--- config.mk ---
export PLATFORM = sky130hd
export DESIGN_NAME = eeprom_guard
export DESIGN_NICKNAME = d
export VERILOG_FILES = /design/src/rtl/eeprom_guard_pkg.sv /design/src/rtl/eg_regs.sv /design/src/rtl/eg_gate.sv /design/src/rtl/eg_store.sv /design/src/rtl/eeprom_guard.sv
export SDC_FILE = /design/constraint.sdc
export NUM_CORES = 2
export LEC_CHECK = 0
export ABC_AREA = 1
export BUFFER_PORTS_ARGS = -buffer_cell sky130_fd_sc_hd__buf_2
export CORE_MARGIN = 5
export CORE_UTILIZATION = 40
export DETAILED_ROUTE_END_ITERATION = 8
export PLACE_DENSITY = 0.55
export SETUP_SLACK_MARGIN = 0.5
export SLEW_MARGIN = 20
export SYNTH_ARGS = -nofsm -noshare
export SYNTH_HDL_FRONTEND = slang
export SYNTH_SLANG_ARGS = --single-unit
--- constraint.sdc ---
create_clock -name clk -period 7.7 [get_ports clk]
set_clock_uncertainty 0.15 [all_clocks]
set_input_delay 1.54 -clock clk [delete_from_list [all_inputs] [get_ports clk]]
set_output_delay 1.54 -clock clk [all_outputs]
set_load 0.05 [all_outputs]
--- src/rtl/eeprom_guard_pkg.sv ---
package eeprom_guard_pkg;

    typedef enum logic {
        AREA_PROT = 1'b0,
        AREA_DATA = 1'b1
    } area_e;

    typedef enum logic {
        SEL_MODE = 1'b0,
        SEL_ARM  = 1'b1
    } regsel_e;

    typedef enum logic [1:0] {
        VD_NONE,
        VD_ACCEPT,
        VD_REJECT,
        VD_IGNORE
    } verdict_e;

    typedef struct packed {
        logic erase;
        logic prot_area;
    } op_kind_t;

    localparam logic [1:0] ARM_OFF = 2'b11;

    function automatic logic is_disarmed(input logic [1:0] arm);
        return arm == ARM_OFF;
    endfunction

endpackage

--- src/rtl/eg_regs.sv ---
module eg_regs
    import eeprom_guard_pkg::*;
(
    input  logic       clk,
    input  logic       rst,
    input  logic       sleep_req,
    input  logic       reg_wr,
    input  logic       reg_sel,
    input  logic [7:0] reg_wdata,
    input  logic       op_done,
    input  logic       done_prot,
    output area_e      mode,
    output logic [1:0] arm,
    output logic [7:0] reg_rdata
);

    always_ff @(posedge clk) begin
        if (rst || sleep_req) begin
            mode <= AREA_DATA;
            arm  <= ARM_OFF;
        end else if (reg_wr && regsel_e'(reg_sel) == SEL_MODE) begin
            // a mode write always disarms and wins over completion
            mode <= area_e'(reg_wdata[7]);
            arm  <= ARM_OFF;
        end else begin
            if (reg_wr && regsel_e'(reg_sel) == SEL_ARM)
                arm <= reg_wdata[1:0];
            if (op_done && done_prot)
                mode <= AREA_DATA;
        end
    end

    always_comb begin
        if (regsel_e'(reg_sel) == SEL_MODE)
            reg_rdata = {mode, 7'h7F};
        else
            reg_rdata = {6'h3F, arm};
    end

endmodule

--- src/rtl/eg_gate.sv ---
module eg_gate
    import eeprom_guard_pkg::*;
#(
    parameter int PAGE_BYTES = 32,
    parameter int PAGES      = 8,
    parameter int OP_CYCLES  = 6
) (
    input  logic                                clk,
    input  logic                                rst,
    input  logic                                mem_wr,
    input  logic                                mem_erase,
    input  logic [$clog2(PAGE_BYTES*PAGES)-1:0] mem_addr,
    input  area_e                               mode,
    input  logic [1:0]                          arm,
    input  logic                                page_prot,
    output logic                                accept,
    output op_kind_t                            kind,
    output logic                                busy,
    output logic                                op_done,
    output logic                                done_prot,
    output logic                                reject
);

    localparam int OFF_W = $clog2(PAGE_BYTES);
    localparam int CNT_W = $clog2(OP_CYCLES + 1);
    localparam logic [CNT_W-1:0] CNT_LOAD = CNT_W'(OP_CYCLES);

    logic [CNT_W-1:0] cnt_q;
    logic             prot_q;
    verdict_e         verdict;
    logic             page_start;

    assign page_start = (mem_addr[OFF_W-1:0] == '0);
    assign busy       = (cnt_q != '0);
    assign op_done    = (cnt_q == CNT_W'(1));
    assign done_prot  = prot_q;

    always_comb begin
        if (!(mem_wr || mem_erase))
            verdict = VD_NONE;
        else if (busy)
            verdict = VD_REJECT;
        else if (mode == AREA_PROT && !page_start)
            verdict = VD_IGNORE;
        else if (is_disarmed(arm))
            verdict = VD_REJECT;
        else if (mode == AREA_DATA && page_prot)
            verdict = VD_REJECT;
        else
            verdict = VD_ACCEPT;
    end

    assign accept         = (verdict == VD_ACCEPT);
    assign kind.erase     = mem_erase;
    assign kind.prot_area = (mode == AREA_PROT);

    always_ff @(posedge clk) begin
        if (rst) begin
            cnt_q  <= '0;
            prot_q <= 1'b0;
            reject <= 1'b0;
        end else begin
            reject <= (verdict == VD_REJECT);
            if (accept) begin
                cnt_q  <= CNT_LOAD;
                prot_q <= kind.prot_area;
            end else if (busy) begin
                cnt_q <= cnt_q - CNT_W'(1);
            end
        end
    end

endmodule

--- src/rtl/eg_store.sv ---
module eg_store
    import eeprom_guard_pkg::*;
#(
    parameter int PAGE_BYTES = 32,
    parameter int PAGES      = 8
) (
    input  logic                                clk,
    input  logic                                rst,
    input  logic                                accept,
    input  op_kind_t                            kind,
    input  logic [$clog2(PAGE_BYTES*PAGES)-1:0] mem_addr,
    input  logic [7:0]                          mem_wdata,
    input  logic                                mem_rd,
    input  area_e                               mode,
    output logic                                page_prot,
    output logic [15:0]                         mem_rdata
);

    localparam int DEPTH  = PAGE_BYTES * PAGES;
    localparam int ADDR_W = $clog2(DEPTH);
    localparam int OFF_W  = $clog2(PAGE_BYTES);
    localparam int PG_W   = (PAGES > 1) ? $clog2(PAGES) : 1;

    logic [7:0]       cells [DEPTH];
    logic [PAGES-1:0] prot_q;
    logic [PG_W-1:0]  page;
    logic [ADDR_W-1:0] even_a, odd_a;

    assign page      = PG_W'(mem_addr >> OFF_W);
    assign page_prot = prot_q[page];
    assign even_a    = {mem_addr[ADDR_W-1:1], 1'b0};
    assign odd_a     = {mem_addr[ADDR_W-1:1], 1'b1};

    always_ff @(posedge clk) begin
        if (rst) begin
            prot_q <= '0;
        end else if (accept && kind.prot_area) begin
            prot_q[page] <= kind.erase ? 1'b0 : mem_wdata[0];
        end
    end

    for (genvar i = 0; i < DEPTH; i++) begin : g_cell
        always_ff @(posedge clk) begin
            if (rst)
                cells[i] <= 8'hFF;
            else if (accept && !kind.prot_area && mem_addr == ADDR_W'(i))
                cells[i] <= kind.erase ? 8'hFF : mem_wdata;
        end
    end

    always_ff @(posedge clk) begin
        if (rst)
            mem_rdata <= 16'hFFFF;
        else if (mem_rd) begin
            if (mode == AREA_PROT)
                mem_rdata <= {15'h7FFF, page_prot};
            else
                mem_rdata <= {cells[odd_a], cells[even_a]};
        end
    end

endmodule

--- src/rtl/eeprom_guard.sv ---
module eeprom_guard
    import eeprom_guard_pkg::*;
#(
    parameter int PAGE_BYTES = 32,
    parameter int PAGES      = 8,
    parameter int OP_CYCLES  = 6
) (
    input  logic                                clk,
    input  logic                                rst,
    input  logic                                sleep_req,
    input  logic                                reg_wr,
    input  logic                                reg_sel,
    input  logic [7:0]                          reg_wdata,
    output logic [7:0]                          reg_rdata,
    input  logic                                mem_rd,
    input  logic                                mem_wr,
    input  logic                                mem_erase,
    input  logic [$clog2(PAGE_BYTES*PAGES)-1:0] mem_addr,
    input  logic [7:0]                          mem_wdata,
    output logic [15:0]                         mem_rdata,
    output logic                                busy,
    output logic                                reject
);

    area_e      mode_q;
    logic       mode_bit;
    logic [1:0] ctl_bits;
    logic       op_done;
    logic       done_prot;
    logic       accept;
    logic       page_prot;
    op_kind_t   kind;

    assign mode_bit = mode_q;

    eg_regs u_regs (
        .clk       (clk),
        .rst       (rst),
        .sleep_req (sleep_req),
        .reg_wr    (reg_wr),
        .reg_sel   (reg_sel),
        .reg_wdata (reg_wdata),
        .op_done   (op_done),
        .done_prot (done_prot),
        .mode      (mode_q),
        .arm       (ctl_bits),
        .reg_rdata (reg_rdata)
    );

    eg_gate #(
        .PAGE_BYTES (PAGE_BYTES),
        .PAGES      (PAGES),
        .OP_CYCLES  (OP_CYCLES)
    ) u_gate (
        .clk       (clk),
        .rst       (rst),
        .mem_wr    (mem_wr),
        .mem_erase (mem_erase),
        .mem_addr  (mem_addr),
        .mode      (mode_q),
        .arm       (ctl_bits),
        .page_prot (page_prot),
        .accept    (accept),
        .kind      (kind),
        .busy      (busy),
        .op_done   (op_done),
        .done_prot (done_prot),
        .reject    (reject)
    );

    eg_store #(
        .PAGE_BYTES (PAGE_BYTES),
        .PAGES      (PAGES)
    ) u_store (
        .clk       (clk),
        .rst       (rst),
        .accept    (accept),
        .kind      (kind),
        .mem_addr  (mem_addr),
        .mem_wdata (mem_wdata),
        .mem_rd    (mem_rd),
        .mode      (mode_q),
        .page_prot (page_prot),
        .mem_rdata (mem_rdata)
    );

endmodule

# After elaboration in Yosys (flattened, before gate mapping)

Memories as Yosys holds them, arrays and structs flattened.
Index checks and enable logic that the tools add are counted.
Widths: inputs -> output; s select.

Add/subtract/negate cells: 1
Order comparisons: 2
Equal/unequal tests: 259
Muxes and demuxes: 1044
Bitwise logic cells: 258
Reductions and logical operators: 274

Operator list:

| cell               | number |
|---|---|
| $mux 8             | 258 |
| $eq 8x8->1 const B | 128 |
| $mux 1             | 775 |
| $eq 8x7->1 const B | 64 |
| $logic_and 1x1->1  | 264 |
| $eq 8x6->1 const B | 32 |
| $or 1x1->1         | 256 |
| $eq 8x5->1 const B | 16 |
| $eq 8x4->1 const B | 8 |
| $eq 8x3->1 const B | 4 |
| $eq 8x2->1 const B | 2 |
| $mux 16            | 1 |
| $mux 2             | 5 |
| $bwmux 8           | 1 |
| $eq 8x1->1 const B | 1 |
| $logic_not 8->1    | 1 |
| $mux 3             | 2 |
| $logic_not 5->1    | 1 |
| $eq 2x2->1 const B | 2 |
| $lt 3x4->1 const B | 1 |
| $reduce_bool 2->1  | 2 |
| $reduce_or 2->1    | 2 |
| $bmux 1 s3         | 1 |
| $demux 1 s3        | 1 |
| other kinds (8)    | 10 |

Bits in registers: 32
Bits in writable memories: 2048
Input bits: 32
Output and inout port bits: 26
Word-level logic and storage cells: 1847
Memories kept: 1

Memories:

| memory        | depth | width | rd ports | clocked after memory_dff | write ports | RTL line       | source |
|---|---|---|---|---|---|---|---|
| u_store.cells | 256   | 8     | 2        | 0                        | 256         | eg_store.sv:24 | `logic [7:0] cells [DEPTH];` |

# Longest topological paths before layout

Depth in word-level cells: 15
Gate-level depth with buffers: 18
Mapped depth without buffers: 14

# By module

Synthesis repeated with hierarchy kept, for this count alone.

Cells, all modules: 10981
Area, all modules: 101167.0 µm²

By module, submodules not included:

| module   | times used | cells an instance | area each (µm²) | sequential area each (µm²) |
|---|---|---|---|---|
| eg_store | 1          | 10911             | 100705.3        | 61979.4 |
| eg_gate  | 1          | 42                | 274.0           | 100.1 |
| eg_regs  | 1          | 28                | 187.7           | 60.1 |

# Least setup slack after synthesis

Ideal clock, no wire load.

Kind: input to register
From: in mem_addr[1]
To: mem u_store.cells[204][0] (netlist: u_store.cells[102][0]), enable pin
Arrival: 3.640 ns
Path slack: 3.526 ns
Stages: 12
Cells stage by stage: clkbuf_2 > nor2_2 > nand2_1 > o21ai_1 > inv_1 > nor2_2 > nand4_4 > nor2_4 > buf_8 > nand2_4 > clkbuf_1 > o21ai_0

RTL lines:

| item               | RTL line           | source |
|---|---|---|
| start: declaration | eeprom_guard.sv:18 | `input logic [$clog2(PAGE_BYTES*PAGES)-1:0] mem_addr,` |
| end: declaration   | eg_store.sv:24     |  |

==> reports/qor.yml <==
grt_setup_unrepaired: "no"
dpl.hpwl_um: 189000
clock-root-buffer: "sky130_fd_sc_hd__clkbuf_16"
post-cts-setup-buffer-count: 0
run_status: "completed"
final_standard_cell_utilization_of_the_core_pct: 43.8
detail_route.vias_per_cell: 5.86
timing_max_transition_violations_final: 0
core_area_um2: 263000
floorplan.io_pins: 58
route.vias.total: 83300
final_net_count: 10600
num_rows: 188
synth_seq_area_share_pct: 58.7
grt.overflow.total: 0
syn_area_per_cell_um2: 9.46
die-height_um: 524
buffer_ports.inserted: 47
most_common_cell_type_on_the_critical_path: "sky130_fd_sc_hd__nand2_1"
syn_area_um2: 106000
numPlacedInstances: 13800
layout_commonest_cell: "sky130_fd_sc_hd__nand4_1"
clk-insertion-delay-late_ns: 0.88
grt_pass1_wl_um: 511000
vdd.ir_drop.worst_mv: 0.202
htree_num_levels: 4
synth_area_leader_cell: "sky130_fd_sc_hd__edfxtp_1"
synth_area_leaders: "sky130_fd_sc_hd__edfxtp_1 58%, sky130_fd_sc_hd__nand4_1 12%, sky130_fd_sc_hd__nand2_1 6.7%"
tritoncts: "done"
timing.final.crit_period_ns: 5.47
timing.critical_path.fanout_max: 67
grt_start_max_net_pins: 179
dieArea_um2: 275000
area_growth_syn_to_layout_pct: 8.89
wl_per_cell_um: 24.2
grt.total_usage_pct: 24.4
antenna_found_initial: 17
clk_path_buf_depth: 3
setup.worst_path.start_class: "input pin"
clkSinkCount: 2080
cp_data_required_time_ns: 8.11
share_of_final_layout_standard_cells_stronger_than_drive_strength_1_pct: 9.46
synth-seq-cells: 2080
slew_headroom_pct: 22.7
drt_pass1_iterations: 6
setup_tns_ns: 0
drc: 0
power.total_uw: 25000
clock_slew_at_the_register_clock_pins_of_the_worst_setup_and_hold_paths_ns: 0.06
antenna_violating_nets_post_route: 0
globalplace.congestion: 0.842
number_of_buffers_inserted_during_clock_tree_synthesis: 223
power-per-cell-area_nw_per_um2: 217
cp_slowest_stage_delay_ns: 0.85
fin_hold_ws_ns: 0.324
ys_warn_count: 0
cts.hold.buffers_added: 0
grt_pass1_vias: 78600
drt_iter0_drc: 9327
synthDistinctLibCells: 31
finalCritPeriodShare_pct: 71.1
min_path_type: "flop to flop"
drt_wl_total_um: 345000
timing_hold_violations_final: 0
layout.filler_cells: 25200
post_synth_inst_count: 11200
critical_path_cell_by_cell: "buf_2, inv_1, nand2_1, nor2_1, nand2_1, nand2_1, nor2_1, nand2_1, nand2_2, nand4_4, nor2_4, nand2_4, inv_4, buf_4, nand4_1"
maxClockFrequency_mhz: 183
max_cap_violations: 0
critPathSlowestCell: "sky130_fd_sc_hd__inv_4"
dieWidth_um: 524
yosys.area.top_type_share_pct: 58.1
static-leakage-power_uw: 0.0401
endpoint_kind: "flop"
timing.critical_path.arrival_ns: 5.89
setup.worst_path.class: "input pin to flop"
final_cell_mix: "2081 x sky130_fd_sc_hd__nand4_1, 2048 x sky130_fd_sc_hd__edfxtp_1, 1888 x sky130_fd_sc_hd__nand2_1, 1270 x sky130_fd_sc_hd__inv_1, 809 x sky130_fd_sc_hd__nor2_1"
layoutNonFillerInstCount: 14200
start_util_pct: 40.2
setup_viol_count_final: 0
cts_repair_resize_count: 0
tightestPinTransition_ns: 1.15
-- per-stage QoR --
stage | setup WS [ns] | cell area [um2]
5_1_grt | 2.08 | 115000
4_1_cts | 2.36 | 115000
2_1_floorplan | 3.53 | 106000
3_5_place_dp | 1.41 | 108000
6_report | 2.23 | 115000
3_3_place_gp | 1.48 | 108000
-- cells in the mapped netlist --
cell type,instances
sky130_fd_sc_hd__buf_4,148
sky130_fd_sc_hd__buf_6,50
sky130_fd_sc_hd__nor3_1,5
sky130_fd_sc_hd__nor2_4,1
sky130_fd_sc_hd__buf_1,34
sky130_fd_sc_hd__nand4_1,2081
sky130_fd_sc_hd__nor2_2,2
sky130_fd_sc_hd__o21bai_1,8
sky130_fd_sc_hd__inv_2,15
sky130_fd_sc_hd__edfxtp_1,2048
sky130_fd_sc_hd__nand4_4,1
sky130_fd_sc_hd__o211ai_1,283
sky130_fd_sc_hd__o21ai_0,480
sky130_fd_sc_hd__dfxtp_1,32
sky130_fd_sc_hd__clkbuf_1,979
sky130_fd_sc_hd__conb_1,1
sky130_fd_sc_hd__nand2_4,9
sky130_fd_sc_hd__nor2_1,841
sky130_fd_sc_hd__a21oi_1,36
sky130_fd_sc_hd__buf_8,1
sky130_fd_sc_hd__o21ai_1,11
sky130_fd_sc_hd__o22ai_1,20
sky130_fd_sc_hd__buf_2,133
sky130_fd_sc_hd__nand2_2,1
sky130_fd_sc_hd__ha_1,2
sky130_fd_sc_hd__inv_1,1278
sky130_fd_sc_hd__nand3_2,1
sky130_fd_sc_hd__nand3_1,597
sky130_fd_sc_hd__clkbuf_2,1
sky130_fd_sc_hd__nand2_1,1894
sky130_fd_sc_hd__or2_2,196
-- cell families (layout without fill, tap and decap cells) --
group                    Yosys count  in the layout  synth area share (%)
buffers and inverters           2639           2147                  10.4
AO/OA/AOI/OAI                    838            838                  4.68
other                              1             14               0.00354
adder cells (fa/ha/maj)            2              2                0.0236
flip-flops                      2080           2080                  58.7
AND/OR/NAND/NOR                 5629           5629                  26.2
-- metal layers --
layer  part of all wire [%]  up-vias  GRT usage, %
li1                       -    38000             -
met2                     47     3705          38.9
met3                    8.4      596          3.94
met1                     41    41000          33.2
met5                      0        -             0
met4                    3.8        0          9.84
-- path summary, 6_finish.rpt --
path	from	endpoint	slack, ns	depth (start not counted)
max	mem_addr[6]	u_store.cells[110][8]$_SDFFCE_PN1P_	2.23	15
min	u_store.mem_rdata[11]$_SDFFE_PP1P_	u_store.mem_rdata[11]$_SDFFE_PP1P_	0.32	2
max reg2reg	u_store.prot_q[4]$_SDFFE_PP0P_	u_store.cells[110][8]$_SDFFCE_PN1P_	3.17	11
min reg2reg	u_store.mem_rdata[11]$_SDFFE_PP1P_	u_store.mem_rdata[11]$_SDFFE_PP1P_	0.32	2
-- final cells by class --
class | count | area [um2] | share of cell area (%)
sequential | 2080 | 62100 | 53.9
multi-input combinational | 6474 | 32900 | 28.6
clock buffer | 278 | 5850 | 5.08
inverter | 1293 | 4910 | 4.26
tap | 3515 | 4400 | 3.82
timing repair buffer | 446 | 3970 | 3.44
clock inverter | 130 | 1000 | 0.870
antenna | 9 | 22.5 | 0.0195
-- state kept, by name, summed over array words and instances, names as in the netlist --
register / count
u_store.cells: 2048
u_store.mem_rdata: 16
u_store.prot_q: 8
u_gate.cnt_q: 3
u_regs.arm: 2
u_gate.done_prot: 1
u_gate.reject: 1
u_regs.mode: 1
-- power by group --
group | internal (uW) | leakage, uW | switching, uW
clock | 5780 | 0.00336 | 4580
combinational | 412 | 0.0226 | 1800
sequential | 12400 | 0.0141 | 15.0
total | 18600 | 0.0401 | 6400
-- worst max-delay path, delay by kind of cell --
family	cells	cell delay, ns
AND/OR/NAND/NOR	11	2.76
buffers and inverters	4	1.46
(Power assumes the default switching activity.)
